$ cat src/rtl/tmr_pkg.sv
`timescale 1ns/1ps
package tmr_pkg;
    // Channel operating state: halted, ticking on the prescaler, or counting pin edges
    typedef enum logic [1:0] {
        CH_HALT    = 2'd0,
        CH_TIMER   = 2'd1,
        CH_COUNTER = 2'd2
    } ch_state_e;
endpackage

$ cat src/rtl/tmr_prescaler.sv
`timescale 1ns/1ps
module tmr_prescaler #(
    parameter int PSW = 4
) (
    input  logic           clk,
    input  logic           rst_n,
    input  logic           sel_wr,
    input  logic [PSW-1:0] sel_val,
    output logic           tick
);
    logic [PSW-1:0] sel_q;
    logic [PSW-1:0] phase_q;

    // A tick is issued on the last phase of each (select + 1)-clock period
    assign tick = (phase_q == sel_q);

    always_ff @(posedge clk or negedge rst_n) begin
        if (!rst_n) begin
            sel_q   <= '0;
            phase_q <= '0;
        end else if (sel_wr) begin
            sel_q   <= sel_val;
            phase_q <= '0;
        end else if (tick) begin
            phase_q <= '0;
        end else begin
            phase_q <= phase_q + 1'b1;
        end
    end

    // the phase never passes the select, so the period is select + 1
    assert_pc_bound_R3: assert property (@(posedge clk) disable iff (!rst_n)
        phase_q <= sel_q);
endmodule

$ cat src/rtl/tmr_pin_edge.sv
`timescale 1ns/1ps
module tmr_pin_edge #(
    parameter int NP = 4
) (
    input  logic          clk,
    input  logic          rst_n,
    input  logic [NP-1:0] pins,
    output logic [NP-1:0] fall
);
    for (genvar g = 0; g < NP; g++) begin : g_pin
        logic samp_q;
        logic prev_q;

        always_ff @(posedge clk or negedge rst_n) begin
            if (!rst_n) begin
                samp_q <= 1'b0;
                prev_q <= 1'b0;
            end else begin
                samp_q <= pins[g];
                prev_q <= samp_q;
            end
        end

        assign fall[g] = prev_q & ~samp_q;

        // a detected edge lasts exactly one cycle
        assert_fall_single_R5: assert property (@(posedge clk) disable iff (!rst_n)
            fall[g] |=> !fall[g]);
    end
endmodule

$ cat src/rtl/tmr_channel.sv
`timescale 1ns/1ps
module tmr_channel
    import tmr_pkg::*;
#(
    parameter int CW = 16
) (
    input  logic          clk,
    input  logic          rst_n,
    input  logic          run,
    input  logic          ext_mode,
    input  logic          reload,
    input  logic          tick,
    input  logic          pin_fall,
    input  logic          wr,
    input  logic [CW-1:0] wdata,
    input  logic          clr,
    output logic [CW-1:0] cnt,
    output logic          flag
);
    localparam int HW = CW / 2;

    ch_state_e     state_q, state_d;
    logic          adv;
    logic          wrap;
    logic [CW-1:0] cnt_q, cnt_d;
    logic          flag_q, flag_d;

    // State register
    always_ff @(posedge clk or negedge rst_n) begin
        if (!rst_n) state_q <= CH_HALT;
        else        state_q <= state_d;
    end

    // Next state: stop, start-timer, start-counter
    always_comb begin
        state_d = state_q;
        unique case (state_q)
            CH_HALT, CH_TIMER, CH_COUNTER: begin
                if (!run)          state_d = CH_HALT;
                else if (ext_mode) state_d = CH_COUNTER;
                else               state_d = CH_TIMER;
            end
            default: state_d = CH_HALT;
        endcase
    end

    // Outputs of the state machine: advance enable
    always_comb begin
        unique case (state_q)
            CH_HALT:    adv = 1'b0;
            CH_TIMER:   adv = tick;
            CH_COUNTER: adv = pin_fall;
            default:    adv = 1'b0;
        endcase
    end

    // Count datapath: a write wins over an advance
    always_comb begin
        cnt_d = cnt_q;
        wrap  = 1'b0;
        if (wr) begin
            cnt_d = wdata;
        end else if (adv) begin
            if (reload) begin
                if (cnt_q[HW-1:0] == '1) begin
                    cnt_d = {cnt_q[CW-1:HW], cnt_q[CW-1:HW]};
                    wrap  = 1'b1;
                end else begin
                    cnt_d = {cnt_q[CW-1:HW], cnt_q[HW-1:0] + 1'b1};
                end
            end else begin
                cnt_d = cnt_q + 1'b1;
                wrap  = (cnt_q == '1);
            end
        end
    end

    // Sticky flag: a set in the same cycle as a clear leaves it set
    always_comb begin
        if (wrap)     flag_d = 1'b1;
        else if (clr) flag_d = 1'b0;
        else          flag_d = flag_q;
    end

    always_ff @(posedge clk or negedge rst_n) begin
        if (!rst_n) begin
            cnt_q  <= '0;
            flag_q <= 1'b0;
        end else begin
            cnt_q  <= cnt_d;
            flag_q <= flag_d;
        end
    end

    assign cnt  = cnt_q;
    assign flag = flag_q;

    assert_wrap_zero_R6: assert property (@(posedge clk) disable iff (!rst_n)
        (adv && !wr && !reload && cnt_q == '1) |=> (cnt_q == '0 && flag_q));

    assert_reload_copy_R7: assert property (@(posedge clk) disable iff (!rst_n)
        (adv && !wr && reload && cnt_q[HW-1:0] == '1) |=>
            (cnt_q[HW-1:0] == $past(cnt_q[CW-1:HW]) && cnt_q[CW-1:HW] == $past(cnt_q[CW-1:HW]) && flag_q));

    assert_flag_sticky_R8: assert property (@(posedge clk) disable iff (!rst_n)
        (flag_q && !clr) |=> flag_q);

    assert_write_wins_R9: assert property (@(posedge clk) disable iff (!rst_n)
        wr |=> (cnt_q == $past(wdata)));

    assert_halt_hold_R10: assert property (@(posedge clk) disable iff (!rst_n)
        (state_q == CH_HALT && !wr) |=> $stable(cnt_q));
endmodule

$ cat src/rtl/tmr_trio.sv
`timescale 1ns/1ps
module tmr_trio #(
    parameter int CW  = 16,
    parameter int NCH = 3,
    parameter int PSW = 4
) (
    input  logic                    clk,
    input  logic                    rst_n,
    input  logic                    presc_wr,
    input  logic [PSW-1:0]          presc_val,
    input  logic [NCH-1:0]          run,
    input  logic [NCH-1:0]          ext_mode,
    input  logic [NCH-1:0]          reload_mode,
    input  logic                    cap_en,
    input  logic [NCH-1:0]          pin_cnt,
    input  logic                    pin_cap,
    input  logic                    cnt_wr,
    input  logic [$clog2(NCH)-1:0]  cnt_sel,
    input  logic [CW-1:0]           cnt_wdata,
    input  logic [NCH-1:0]          flag_clr,
    output logic [NCH*CW-1:0]       count,
    output logic [NCH-1:0]          ovf,
    output logic [CW-1:0]           cap_val
);
    localparam int NP    = NCH + 1;
    localparam int SELW  = $clog2(NCH);
    localparam int CAPCH = NCH - 1;

    logic          tick;
    logic [NP-1:0] fall;
    logic [CW-1:0] cap_q;

    tmr_prescaler #(.PSW(PSW)) u_presc (
        .clk     (clk),
        .rst_n   (rst_n),
        .sel_wr  (presc_wr),
        .sel_val (presc_val),
        .tick    (tick)
    );

    tmr_pin_edge #(.NP(NP)) u_edge (
        .clk   (clk),
        .rst_n (rst_n),
        .pins  ({pin_cap, pin_cnt}),
        .fall  (fall)
    );

    for (genvar ch = 0; ch < NCH; ch++) begin : g_ch
        logic hit;
        assign hit = cnt_wr && (cnt_sel == SELW'(ch));

        tmr_channel #(.CW(CW)) u_ch (
            .clk      (clk),
            .rst_n    (rst_n),
            .run      (run[ch]),
            .ext_mode (ext_mode[ch]),
            .reload   (reload_mode[ch]),
            .tick     (tick),
            .pin_fall (fall[ch]),
            .wr       (hit),
            .wdata    (cnt_wdata),
            .clr      (flag_clr[ch]),
            .cnt      (count[ch*CW +: CW]),
            .flag     (ovf[ch])
        );
    end

    always_ff @(posedge clk or negedge rst_n) begin
        if (!rst_n)                     cap_q <= '0;
        else if (cap_en && fall[NCH])   cap_q <= count[CAPCH*CW +: CW];
    end

    assign cap_val = cap_q;

    assert_capture_R11: assert property (@(posedge clk) disable iff (!rst_n)
        (cap_en && fall[NCH]) |=> (cap_val == $past(count[CAPCH*CW +: CW])));
endmodule

$ cat config.mk
export PLATFORM = sky130hd
export DESIGN_NAME = tmr_trio
export DESIGN_NICKNAME = d
export VERILOG_FILES = /design/src/rtl/tmr_pkg.sv /design/src/rtl/tmr_prescaler.sv /design/src/rtl/tmr_pin_edge.sv /design/src/rtl/tmr_channel.sv /design/src/rtl/tmr_trio.sv
export SDC_FILE = /design/constraint.sdc
export NUM_CORES = 1
export LEC_CHECK = 0
export ABC_AREA = 1
export BUFFER_PORTS_ARGS = -buffer_cell sky130_fd_sc_hd__buf_4
export CAP_MARGIN = 25
export CORE_UTILIZATION = 49
export DETAILED_ROUTE_END_ITERATION = 7
export GPL_ROUTABILITY_DRIVEN = 0
export PLACE_DENSITY = 0.7
export SLEW_MARGIN = 25
export SYNTH_ARGS = -nofsm -noshare
export SYNTH_HDL_FRONTEND = slang
export SYNTH_SLANG_ARGS = --single-unit
export TNS_END_PERCENT = 100
$ cat constraint.sdc
create_clock -name clk -period 3.04 [get_ports clk]
set_input_delay 0.304 -clock clk [delete_from_list [all_inputs] [get_ports clk]]
set_output_delay 0.304 -clock clk [all_outputs]
set_load 0.03 [all_outputs]
# Yosys cells after proc, flatten, opt, wreduce, memory -nomap -nowiden
# Cells that the tools add are included.
# op_classes
add_sub_neg	7
reduce_logical	20
n_eq_ne	18
magnitude_cmp	0
div	0
multipliers	0
bitwise_logic	8
shift	0
n_mux	44
# ops
op	n
$mux W16	9
$add A16 B1 Y16 const B	3
$eq A16 B16 Y1 const B	3
$add A8 B1 Y8 const B	3
$eq A8 B8 Y1 const B	3
$mux W8	3
$mux W1	18
$mux W2	9
$reduce_bool A2 Y1	6
$reduce_or A3 Y1	3
$eq A2 B1 Y1 const B	4
$eq A2 B2 Y1 const B	4
$logic_not A2 Y1	4
$mux W4	2
$ne A2 B1 Y1 const B	3
$pmux W1 S2	3
$reduce_and A2 Y1	3
$add A4 B1 Y4 const B	1
$and A1 B1 Y1	4
$eq A4 B4 Y1	1
$logic_and A1 B1 Y1	4
$not A1 Y1	4
# word_totals
mem_bits_rw	0
ff_bits	89
memories	0
rom_bits	0
latch_bits	0
elab_cells	120
output_inout_bits	67
inputBits	43

# Depth between registers and ports, before layout
# Gate-level depths: netlist of run 1.
# depth
ltp_word	6
mapped_depth	11

# Cells and area by module
# A second synthesis of run 1 with hierarchy kept.
# hier_totals
cells_unflattened	824
area_unflattened_um2	5721.7
# by_module_without_submodules
mod	area_each_um2	instances	cells_each
tmr_channel at g_ch[0].u_ch ...	1450.1	2	225
tmr_channel at g_ch[1].u_ch	1471.4	1	229
tmr_trio	716.9	1	77
tmr_prescaler	392.9	1	52
tmr_pin_edge	240.2	1	16

# Worst setup path before layout of run 1
# OpenSTA, ideal clock, no wires.
# synth_timing
path_type	register -> register
from	reg g_ch[0].u_ch.cnt_q[0]
to	reg g_ch[0].u_ch.cnt_q[1]
path_buffers	0
arrival_ns	1.563
slack_ns	1.360
synth_period_minus_slack_ns	1.680
setup_time_ns	0.118
path_stages_with_launch	11
cell_sequence	dfrtp_1 ha_1 nand2_1 nor2_2 nand2_2 nor2_4 nand2_1 o211ai_1 nand2_1 nand2_1 nand2_1
# synth_between
elab_chain_cells	5
word_cells_on_any_way	7
classes_between	2 x add/sub; 1 x eq/ne; 4 x mux
# synth_lines
item	line	rtl
from (decl)	tmr_channel.sv:25	logic [CW-1:0] cnt_q, cnt_d;
from (signal assigned)	tmr_channel.sv:90	cnt_q <= cnt_d;
$add A8 B1 Y8 or $eq A8 B8 Y1 (tied branches)	tmr_channel.sv:69, tmr_channel.sv:65	
$mux W8	tmr_channel.sv:65	if (cnt_q[HW-1:0] == '1) begin
$mux W16 (*)	tmr_channel.sv:64	if (reload) begin
$mux W16 (*)	tmr_channel.sv:63	end else if (adv) begin
$mux W16 (*)	tmr_channel.sv:61	if (wr) begin
# Mark *: on every way between the ends. The rest lies on a longest branch, timed or not. The select of a mux whose other input is x is not followed.
# A chain may end at the register's enable or synchronous reset.

# Final worst setup path of run 1
# layout_timing
from	reg g_ch[1].u_ch.cnt_q[1]
to	reg g_ch[1].u_ch.cnt_q[7]
# layout_between
elab_chain_cells	5
word_cells_on_any_way	7
classes_between	2 x add/sub; 1 x eq/ne; 4 x mux
# layout_lines
item	line
from (decl)	tmr_channel.sv:25
from (signal assigned)	tmr_channel.sv:90
$add A8 B1 Y8 or $eq A8 B8 Y1 (tied branches)	tmr_channel.sv:69, tmr_channel.sv:65
$mux W8	tmr_channel.sv:65
$mux W16 (*)	tmr_channel.sv:64
$mux W16 (*)	tmr_channel.sv:63
$mux W16 (*)	tmr_channel.sv:61
# Marked as above.

==> qor.yml, run 1 <==
status:
  status: "complete, but fails checks"
  violations: "negative hold slack"
logic_synthesis:
  synthAdderAreaFrac: 0.0286
  syn_inst: 785
  synth-simple-area-share: 0.412
  ys_ff_latch: 89
  ys_types: 35
  synth_top_family_by_area: "simple AND/OR/NAND/NOR gates"
  ys.flop_type: "dfrtp_1"
  synthArstFlopShare: 1.00
  synth_top_area_frac: 0.391
  yosys_warnings: 0
  syn-cell-area_mm2: 0.00569
  synth_xor_area_frac: 0.0169
  synthMuxAreaShare: 0.00593
  yosysSeqAreaShare: 0.391
  synth.area.top_cells: "dfrtp_1 (39%), nand2_1 (18%), nand3_1 (9.5%), inv_1 (4.9%), ha_1 (2.9%)"
  avgSynthCellArea_um2: 7.25
  synth_nets: 841
  synth_compound_area_frac: 0.0721
  yosysTopAreaCell: "dfrtp_1"
  synth_edf_count: 0
die:
  fp-row-count: 38
  io_pins: 110
  core_mm2: 0.0111
  die_x_um: 110
  start_util: 0.514
  die_h_um: 110
  die-area_mm2: 0.0121
worst_setup_path:
  crit_path_frequent_cell: "nand2_1"
  cpPeakStageDelay_ns: 0.41
  critical_path.max_fanout: 11
  critical_path_buf_inv_count: 2
  worstPathArrival_ns: 2.04
  critPathLaunch: "g_ch[1].u_ch.cnt[1]$_DFFE_PN0P_"
  required_ns: 3.28
  slowest_stage: "dfrtp_1"
  start_kind: "flop"
  crit_family: "simple AND/OR/NAND/NOR gates"
  endpoint_kind: "flop"
  r2r-start: "g_ch[1].u_ch.cnt[1]$_DFFE_PN0P_"
  path_cells: "ha_1, nand3_2, inv_2, nand3_1, inv_1, nand2_1, nand3_1, o21ai_1, nand2_1, nand2_1"
  crit_type: "flop to flop"
cts:
  cts.repair.resized: 0
  cts_tree: "built"
  cts_buffers: 9
  cts_hold_buf: 0
  clk_latency_ns: 0.36
  cts_setup_buffers: 0
  path_clk_slew_ns: 0.07
  cts_sinks: 89
  htree_num_levels: 3
  cts_root_buf: "clkbuf_16"
  clock_path_buffers: 2
timing:
  worst_pin_slew_ns: 0.933
  timing.final.ws_setup_ns: 1.25
  finalClockSkew_ns: 0.00863
  slew_headroom: 0.376
  maxSlewViolCount: 0
  setup_tns_ns: 0
  hold_ws_ns: -0.0140
  period_needed_ns: 1.79
  finalHoldViolCount: 21
  setup_viol: 0
  max_freq_mhz: 558
  rsz0062_at_grt: "false"
  fin_crit_sh: 0.590
place:
  place_area_mm2: 0.00661
  io_buffers: 109
  dp_worst_setup_slack_ns: 1.28
  dp.final_hpwl_um: 11900
routing:
  first_pass_iters: 5
  postRouteAntennaNets: 0
  routed_wirelength_um: 15800
  vias: 5624
  via_per_inst: 5.44
  avgRoutedWirePerCell_um: 15.2
  first_iter_violations: 370
  post-route-drc-count: 0
final_layout:
  layout-drive-gt1-share: 0.215
  final_nets: 945
  n_antenna_cell: 0
  post-route-cell-area_mm2: 0.00694
  fill_cells: 980
  synthToLayoutAreaGrowth_pct: 22.0
pwr:
  p_leak_nw: 3.57
  ir_drop_mv: 0.415
  power_density_mw_per_mm2: 652
global_routing:
  grt_max_degree: 53
  grt_pass1_wl_um: 25600
  global_route.usage.met2: 0.449
  grt-ovfl-total: 0
  globalRouteMet1Util: 0.367
  busiest_layer: "met2"
  gr-usage-met3: 0.0427
  track_usage: 0.279
  antenna_found_initial: 0
  grt_pass1_vias: 5328
worst_hold_path:
  min_path_type: "primary input to async pin"
job:
  cap_violations: 0
cell type report:
class | count | area [um2] | area share
clock buffers | 10 | 239 | 0.0344
clock inverters | 6 | 90.1 | 0.0130
inverters | 85 | 322 | 0.0463
multi-input cells | 592 | 3050 | 0.439
flip-flops and latches | 89 | 2230 | 0.321
well taps | 140 | 175 | 0.0252
repair buffers | 112 | 841 | 0.121
cells in the mapped netlist (3+ instances only):
cell type  number
nor2_4          9
nand3_1       108
nor3_1          4
a21oi_1         3
o211ai_1        5
inv_1          74
o22ai_1         6
nand2_1       274
ha_1           13
nor2_2          9
nand3_4         4
nor2_1         33
clkbuf_1        6
xor2_1          8
nand2_2         6
inv_2          10
nand3_2         7
o21ai_1        29
nand4_1         6
nand2_4        12
nand3b_1        8
buf_2           7
xnor2_1         3
nor3b_1         4
o21ai_0        32
buf_4           4
mux2_2          3
dfrtp_1        89
power by group:
part	internal, mW	switching (mW)	leakage, nW	total [mW]
Combinational	0.595	0.998	2.26	1.59
Sequential	1.40	0.294	1.15	1.69
Clock	0.746	0.494	0.159	1.24
metal layers:
layer	wire [um]	vias to the layer above
met4	491	0
met2	7270	234
met5	0	-
met1	6910	2614
met3	1090	36
li1	-	2740
state kept, by name, summed over array words and instances (netlist names):
register / cells
u_presc.phase_q: 4
cap_val: 16
u_edge.g_pin.samp_q: 4
u_presc.sel_q: 4
g_ch.u_ch.state_q: 6
g_ch.u_ch.flag: 3
g_ch.u_ch.cnt: 48
u_edge.g_pin.prev_q: 4
worst reg2reg max path: stages (launching register included):
cell and delay (ns):
dfrtp_1 0.41, ha_1 0.23, nand3_2 0.13, inv_2 0.09
nand3_1 0.28, inv_1 0.21, nand2_1 0.07, nand3_1 0.08
o21ai_1 0.07, nand2_1 0.06, nand2_1 0.05
per-stage QoR:
| step | util | power (mW) | cells |
|---|---|---|---|
| 6_report | 0.627 | 4.52 | 1034 |
| 5_1_grt | 0.627 | 4.78 | 1034 |
| 4_1_cts | 0.627 | 4.54 | 1034 |
| 3_5_place_dp | 0.597 | 3.29 | 1018 |
| 3_3_place_gp | 0.597 | 3.26 | 1018 |
| 2_1_floorplan | - | 2.67 | 785 |
kinds of logic after synthesis:
| family | after synthesis |
|---|---|
| fa+ha+maj | 13 |
| buf+inv | 104 |
| simple gates | 488 |
| compound gates | 77 |
| mux | 3 |
| flops | 89 |
| xor+xnor | 11 |
final timing paths:
kind | to | slack, ns | cells after the start
worst min-delay path | u_presc.sel_q[2]$_DFFE_PN0P_ | -0.01 | 1
min in group clk | u_edge.g_pin[1].samp_q$_DFF_PN0_ | 0.06 | 1
max in group asynchronous | g_ch[0].u_ch.cnt[6]$_DFFE_PN0P_ | 2.30 | 2
worst max-delay path | g_ch[1].u_ch.cnt[7]$_DFFE_PN0P_ | 1.25 | 10
worst max register to register | g_ch[1].u_ch.cnt[7]$_DFFE_PN0P_ | 1.25 | 10
worst min register to register | u_edge.g_pin[1].prev_q$_DFF_PN0_ | 0.37 | 0
cell usage in the layout (no fill, tap or decap), types with 2 or more instances in the layout:
cell and instances:
nand2_1 274, buf_4 112, nand3_1 108, dfrtp_1 89
inv_1 74, nor2_1 33, o21ai_0 32, o21ai_1 29
ha_1 13, nand2_4 12, inv_2 10, nor2_4 9
nor2_2 9, clkbuf_16 9, xor2_1 8, nand3b_1 8
nand3_2 7, nand2_2 6, o22ai_1 6, nand4_1 6
o211ai_1 5, nor3b_1 4, nand3_4 4, nor3_1 4
xnor2_1 3, a21oi_1 3, mux2_2 3, or2_2 2
bufinv_16 2
Power figures use the tool's default switching activity.
==> run 2, diff against run 1 <==
- ABC_AREA: 1 -> 0
- PLACE_DENSITY: 0.7 -> 0.72
- clock period: 3.04 -> 1.67 ns (I/O delays scaled with it)
==> run 2 against run 1 <==
  * The run ends with negative setup slack left
  * Worst hold slack improved by 0.052 ns
  * Wire length fell by 3.6%
  * Via count fell by 15%
  * Clock-buffer cell count did not move
  * Highest routed layer unchanged
  * Clock power rose by 21%
  * Sequential share of layout area fell by 0.88 points
  * Critical path depth fell by 2
  * Setup slack got worse by 1.6 ns
  * First-iteration DRC count fell by 26%
  * Final cell count fell by 20%
  * Global-route usage rose by 1.5 points
==> qor.yml, run 2 <==
routing:
  post-route-drc-count: 0
  first_pass_iters: 4
  avgRoutedWirePerCell_um: 18.4
  vias: 4775
  routed_wirelength_um: 15200
  via_per_inst: 5.79
  postRouteAntennaNets: 0
  first_iter_violations: 274
timing:
  slew_headroom: 0.646
  maxSlewViolCount: 0
  timing.final.ws_setup_ns: -0.368
  period_needed_ns: 2.04
  rsz0062_at_grt: "true"
  fin_crit_sh: 1.22
  setup_viol: 51
  hold_ws_ns: 0.0379
  max_freq_mhz: 491
  finalHoldViolCount: 0
  worst_pin_slew_ns: 0.531
  finalClockSkew_ns: 0.0157
place:
  dp.final_hpwl_um: 10300
  io_buffers: 109
  place_area_mm2: 0.00630
  dp_cells: 789
worst_setup_path:
  slowest_stage: "dfrtp_1"
  crit_type: "flop to flop"
  crit_path_frequent_cell: "buf_6"
  worstPathArrival_ns: 2.29
  required_ns: 1.92
  endpoint_kind: "flop"
  path_cells: "xor2_2, nor4_4, buf_6, a31oi_4, buf_6, nor4b_4, xnor2_1, a21oi_1"
  start_kind: "flop"
  crit_family: "simple AND/OR/NAND/NOR gates"
  critical_path.max_fanout: 7
  cpPeakStageDelay_ns: 0.43
  critical_path_buf_inv_count: 2
cts:
  cts_tree: "built"
  htree_num_levels: 3
  path_clk_slew_ns: 0.09
  cts_root_buf: "clkbuf_8"
  clock_path_buffers: 2
  clk_latency_ns: 0.37
  cts_buffers: 9
  cts_sinks: 89
pwr:
  ir_drop_mv: 0.624
  p_leak_nw: 3.12
  finalPower_mw: 7.23
  power_density_mw_per_mm2: 1010
final_layout:
  final_cells: 824
  n_antenna_cell: 0
  post-route-cell-area_mm2: 0.00718
  final_common_cell: "buf_4"
  layout-drive-gt1-share: 0.445
  synthToLayoutAreaGrowth_pct: 51.4
  final_nets: 746
  largest_reg_flops: 48
  final_cell_mix: "buf_4 (187), dfrtp_1 (79), nor2_1 (48)"
  utilization: 0.770
  fill_cells: 616
global_routing:
  antenna_found_initial: 0
  gr-usage-met3: 0.0327
  grt_max_degree: 49
  grt_pass1_vias: 4511
  grt-ovfl-total: 0
  busiest_layer: "met2"
  globalRouteMet1Util: 0.390
  track_usage: 0.294
  global_route.usage.met2: 0.492
  grt_pass1_wl_um: 22500
logic_synthesis:
  yosysSeqAreaShare: 0.470
  syn-cell-area_mm2: 0.00474
  ys.flop_type: "dfrtp_1"
  synth_edf_count: 0
  synth_most_common_cell: "dfrtp_1"
  ys_types: 45
  syn_inst: 497
  ys_ff_latch: 89
  yosys_warnings: 0
  synth_nets: 553
  synth.area.top_cells: "dfrtp_1 (47%), mux2_2 (5.0%), xnor2_1 (4.1%), nor2_1 (4.0%), a21oi_1 (3.9%)"
  synthTopCellsByCount: "dfrtp_1 (89), nor2_1 (50), nand2_1 (44)"
  synth_top_area_frac: 0.470
  yosysTopAreaCell: "dfrtp_1"
  synthArstFlopShare: 1.00
  avgSynthCellArea_um2: 9.54
worst_hold_path:
  min_path_type: "primary input to flop"
job:
  cap_violations: 0
die:
  die_x_um: 100
  io_pins: 110
  core_mm2: 0.00933
  start_util: 0.508
  die_h_um: 100
  fp-row-count: 35
  die-area_mm2: 0.0101
status:
  status: "complete, but fails checks"
  violations: "negative setup slack"
==> run 2: worst reg2reg max path, delay by kind of cell (launching register included) <==
| family | cells | cell delay, ns |
|---|---|---|
| AOI/OAI and AO/OA | 2 | 0.17 |
| xor gates and xnor gates | 2 | 0.37 |
| buffers and inverters | 2 | 0.34 |
| DFF | 1 | 0.43 |
| and+or+nand+nor | 2 | 0.62 |
==> run 2: worst paths after layout <==
path	depth (start not counted)	to	slack, ns	start
setup / recovery	8	g_ch[2].u_ch.cnt[15]$_DFFE_PN0P_	-0.37	u_presc.phase_q[3]$_DFF_PN0_
hold / removal	2	u_presc.sel_q[0]$_DFFE_PN0P_	0.04	presc_val[0]
setup reg to reg	8	g_ch[2].u_ch.cnt[15]$_DFFE_PN0P_	-0.37	u_presc.phase_q[3]$_DFF_PN0_
hold reg to reg	0	u_edge.g_pin[1].prev_q$_DFF_PN0_	0.38	u_edge.g_pin[1].samp_q$_DFF_PN0_
max in group asynchronous	3	g_ch[0].u_ch.cnt[6]$_DFFE_PN0P_	1.02	rst_n
min in group asynchronous	2	u_edge.g_pin[1].prev_q$_DFF_PN0_	0.17	rst_n
==> run 2: metal layers <==
layer  share of wire  vias up
met1            0.40     2345
li1                -     2163
met4           0.028        0
met5               0        -
met3           0.073       39
met2            0.50      228
==> run 2: cell families after synthesis <==
kind of cell / synth area share
AND/OR/NAND/NOR: 0.207
AO/OA/AOI/OAI: 0.129
flip-flops: 0.470
buffers and inverters: 0.0364
XOR/XNOR: 0.0628
multiplexers: 0.0604
adder cells (fa/ha/maj): 0.0343
==> run 2: metrics by stage <==
stage | setup WS [ns] | TNS [ns]
after floorplan | -0.324 | -11.57
after global placement | -0.377 | -12.33
after detailed placement | -0.564 | -17.01
after CTS | -0.359 | -12.41
after global routing | -0.489 | -18.38
final | -0.368 | -14.11
==> run 2: layout make-up <==
cell class,instances,area [um2],area share
timing repair buffer,208,1640,0.229
multi-input combinational,365,2880,0.401
sequential,89,2240,0.312
tap,129,161,0.0225
inverter,17,63.8,0.00889
clock buffer,10,128,0.0178
clock inverter,6,68.8,0.00959
==> run 2: what timing repair did <==
action | 4_1_cts | 5_1_grt
buffers inserted | 4 | 4
hold buffers | 9 | 0
gates cloned | 1 | 1
pin swaps | 20 | 29
hold endpoints to repair | 97 | 0
endpoints found under the setup margin | 51 | 51
gates resized for setup | 50 | 57
==> run 2: where the power goes <==
group,total [mW],switching (mW),internal [mW]
Combinational,2.93,1.69,1.24
Sequential,2.80,0.280,2.52
Clock,1.50,0.801,0.698
==> run 3, diff against run 2 <==
- PLACE_DENSITY: 0.72 -> 0.71
- SYNTH_HIERARCHICAL: unset -> 1
==> run 3 against run 2 <==
  * The run still ends with negative setup slack left
  * Setup slack lost 0.23 ns
  * First-iteration DRC count grew 1.5%
  * Area after synthesis grew 7.4%
  * Die area grew 7.2%
  * Clock-buffer cell count is the same
  * Critical path depth shrank 1
  * Register-to-register slack lost 0.23 ns
  * Total power grew 7.4%
  * Highest routed layer unchanged
  * Clock skew shrank 0.010 ns
  * Critical path type unchanged
  * Non-clock buffer count shrank 4
  * Final cell count grew 1.3%
  * Worst hold slack lost 0.012 ns
==> qor.yml, run 3 <==
routing:
  vias: 4969
  avgRoutedWirePerCell_um: 18.5
  first_pass_iters: 7
  first_iter_violations: 278
  postRouteAntennaNets: 0
  via_per_inst: 5.95
  routed_wirelength_um: 15400
  post-route-drc-count: 0
global_routing:
  track_usage: 0.283
  antenna_found_initial: 0
  grt_pass1_vias: 4761
  grt_pass1_wl_um: 24100
  grt_max_degree: 43
  grt-ovfl-total: 0
pwr:
  p_leak_nw: 3.26
  swShare: 0.384
  switchingPower_mw: 2.98
  power_density_mw_per_mm2: 1070
  ir_drop_mv: 0.578
  intPower_mw: 4.78
  pwr-share-seq: 0.366
  combPwrFrac: 0.420
  finalPower_mw: 7.76
  p_clk_frac: 0.214
logic_synthesis:
  ys_types: 57
  yosysTopAreaCell: "dfrtp_1"
  synth_most_common_cell: "dfrtp_1"
  synthAdderAreaFrac: 0.0319
  synthArstFlopShare: 1.00
  synth.area.top_cells: "dfrtp_1 (44%), ha_1 (3.2%), mux2_4 (2.9%), o21ai_0 (2.8%), nor2_1 (2.6%)"
  synth-simple-area-share: 0.232
  synthMuxAreaShare: 0.0774
  yosys_warnings: 6
  ys_ff_latch: 89
  avgSynthCellArea_um2: 10.1
  synth_nets: 559
  synth_top_area_frac: 0.437
  yosysSeqAreaShare: 0.437
  synth_edf_count: 0
  synth_compound_area_frac: 0.161
  syn_inst: 503
  syn-cell-area_mm2: 0.00509
  synthTopCellsByCount: "dfrtp_1 (89), nor2_1 (35), nand2_1 (33)"
  synth_top_family_by_area: "simple AND/OR/NAND/NOR gates"
  synth_xor_area_frac: 0.0258
  ys.flop_type: "dfrtp_1"
final_layout:
  final_common_cell: "buf_4"
  final_cells: 835
  layout-drive-gt1-share: 0.416
  seq_area_mm2: 0.00223
  synthToLayoutAreaGrowth_pct: 42.9
  final_nets: 753
  fill_cells: 723
  largest_reg_flops: 48
  n_antenna_cell: 0
  final_cell_mix: "buf_4 (191), dfrtp_1 (87), nor2_1 (34)"
  multiInputGateArea_mm2: 0.00300
cts:
  htree_num_levels: 3
  clock_path_buffers: 2
  cts_tree: "built"
  cts_sinks: 89
  cts_buffers: 9
  cts_root_buf: "clkbuf_8"
  path_clk_slew_ns: 0.09
  clk_latency_ns: 0.37
worst_setup_path:
  r2r_slack_ns: -0.60
  r2r-start: "u_presc/sel_q[1]$_DFFE_PN0P_"
  endpoint_kind: "flop"
  required_ns: 1.93
  crit_path_frequent_cell: "o31a_1"
  reg2reg_depth: 7
  cpPeakStageDelay_ns: 0.46
  path_cells: "xor2_1, nor4_4, a22oi_2, or4_4, buf_4, o31a_1, o31a_1"
  critical_path.max_fanout: 4
  worstPathArrival_ns: 2.53
  crit_type: "flop to flop"
  start_kind: "flop"
  r2r_end: "g_ch[1].u_ch/cnt[13]$_DFFE_PN0P_"
  critPathLaunch: "u_presc/sel_q[1]$_DFFE_PN0P_"
  slowest_stage: "or4_4"
place:
  dp.final_hpwl_um: 11300
  dp_cells: 804
  io_buffers: 109
  dp_worst_setup_slack_ns: -0.647
status:
  status: "complete, but fails checks"
  violations: "negative setup slack"
timing:
  worst_pin_slew_ns: 0.556
  fin_crit_sh: 1.36
  timing.final.ws_setup_ns: -0.600
  max_freq_mhz: 440
  maxSlewViolCount: 0
  period_needed_ns: 2.27
  finalClockSkew_ns: 0.00567
  rsz0062_at_grt: "true"
  setup_tns_ns: -20.81
  finalHoldViolCount: 0
  setup_viol: 51
  slew_headroom: 0.629
die:
  core_mm2: 0.00991
  start_util: 0.514
  die-area_mm2: 0.0108
  die_x_um: 104
  io_pins: 110
  die_h_um: 104
  fp-row-count: 36
worst_hold_path:
  min-delay-start: "presc_val[2]"
  min_path_type: "primary input to flop"
  whs_endpoint: "u_presc/sel_q[2]$_DFFE_PN0P_"
  min_path_cells: 2
job:
  cap_violations: 0
## run 3: changes by cell type after synthesis, moves of 8 or more
cell,previous run,this run
nand2_1,44,33
a21oi_1,37,15
o31a_1,0,12
nand3_1,22,14
nor2_1,50,35
mux2_4,0,10
a31oi_1,8,20
xnor2_1,22,6
mux2_2,21,11
nand2b_1,2,10
clkbuf_1,23,11
or3_1,4,16
## run 3: final cells by class
| class | count | share of cell area |
|---|---|---|
| sequential | 89 | 0.307 |
| tap | 133 | 0.0229 |
| clock buffer | 10 | 0.0175 |
| timing repair buffer | 204 | 0.218 |
| clock inverter | 6 | 0.0124 |
| inverter | 20 | 0.0103 |
| multi-input combinational | 373 | 0.412 |
## run 3: worst max-delay path, delay by kind of cell, from the launching register on
family | cells | cell delay, ns
AND/OR/NAND/NOR | 2 | 0.83
AO/OA/AOI/OAI | 3 | 0.58
flip-flops | 1 | 0.40
XOR/XNOR | 1 | 0.19
buffers and inverters | 1 | 0.16
## run 3: logic make-up after synthesis
kind of cell,after synthesis
flops,89
xor+xnor,15
compound gates,121
mux,33
fa+ha+maj,13
simple gates,191
buf+inv,41
## run 3: metal layers
metal / GRT usage / routed length (um)
met1: 0.383 / 6450
met2: 0.451 / 7480
met3: 0.0370 / 995
met4: 0.136 / 516
met5: 0 / 0
## run 3: how the worst max path moves through the flow
stage | end | cells past startpoint
final | g_ch[1].u_ch/cnt[13]$_DFFE_PN0P_ | 7
after global routing | g_ch[1].u_ch/cnt[11]$_DFFE_PN0P_ | 7
after CTS | g_ch[1].u_ch/cnt[11]$_DFFE_PN0P_ | 7
after detailed placement | g_ch[1].u_ch/cnt[11]$_DFFE_PN0P_ | 7
after global placement | g_ch[1].u_ch/cnt[9]$_DFFE_PN0P_ | 7
after floorplan | g_ch[1].u_ch/cnt[15]$_DFFE_PN0P_ | 7
## run 3: repair_timing
action,in CTS,in global routing
hold buffers,10,0
gates resized for setup,8,55
hold endpoints to repair,32,0
endpoints found under the setup margin,51,51
pin swaps,3,11
setup buffers,0,5
## run 3: power groups by stage
stage / sequential, mW / combinational, mW / clock, mW
2_1_floorplan: 3.61 / 0.947 / 0
3_3_place_gp: 2.84 / 3.01 / 0
3_5_place_dp: 2.86 / 3.07 / 0
4_1_cts: 2.83 / 3.10 / 1.69
5_1_grt: 2.89 / 3.45 / 1.77
6_report: 2.84 / 3.26 / 1.66
## run 3: metrics by stage
step	area [um2]	util	hold slack, ns
after floorplan	5150	-	-0.129
after detailed placement	6650	0.671	0.101
after CTS	7000	0.706	0.00954
after global routing	7270	0.734	0.0162
final	7270	0.734	0.0258
after global placement	6650	0.671	0.0942
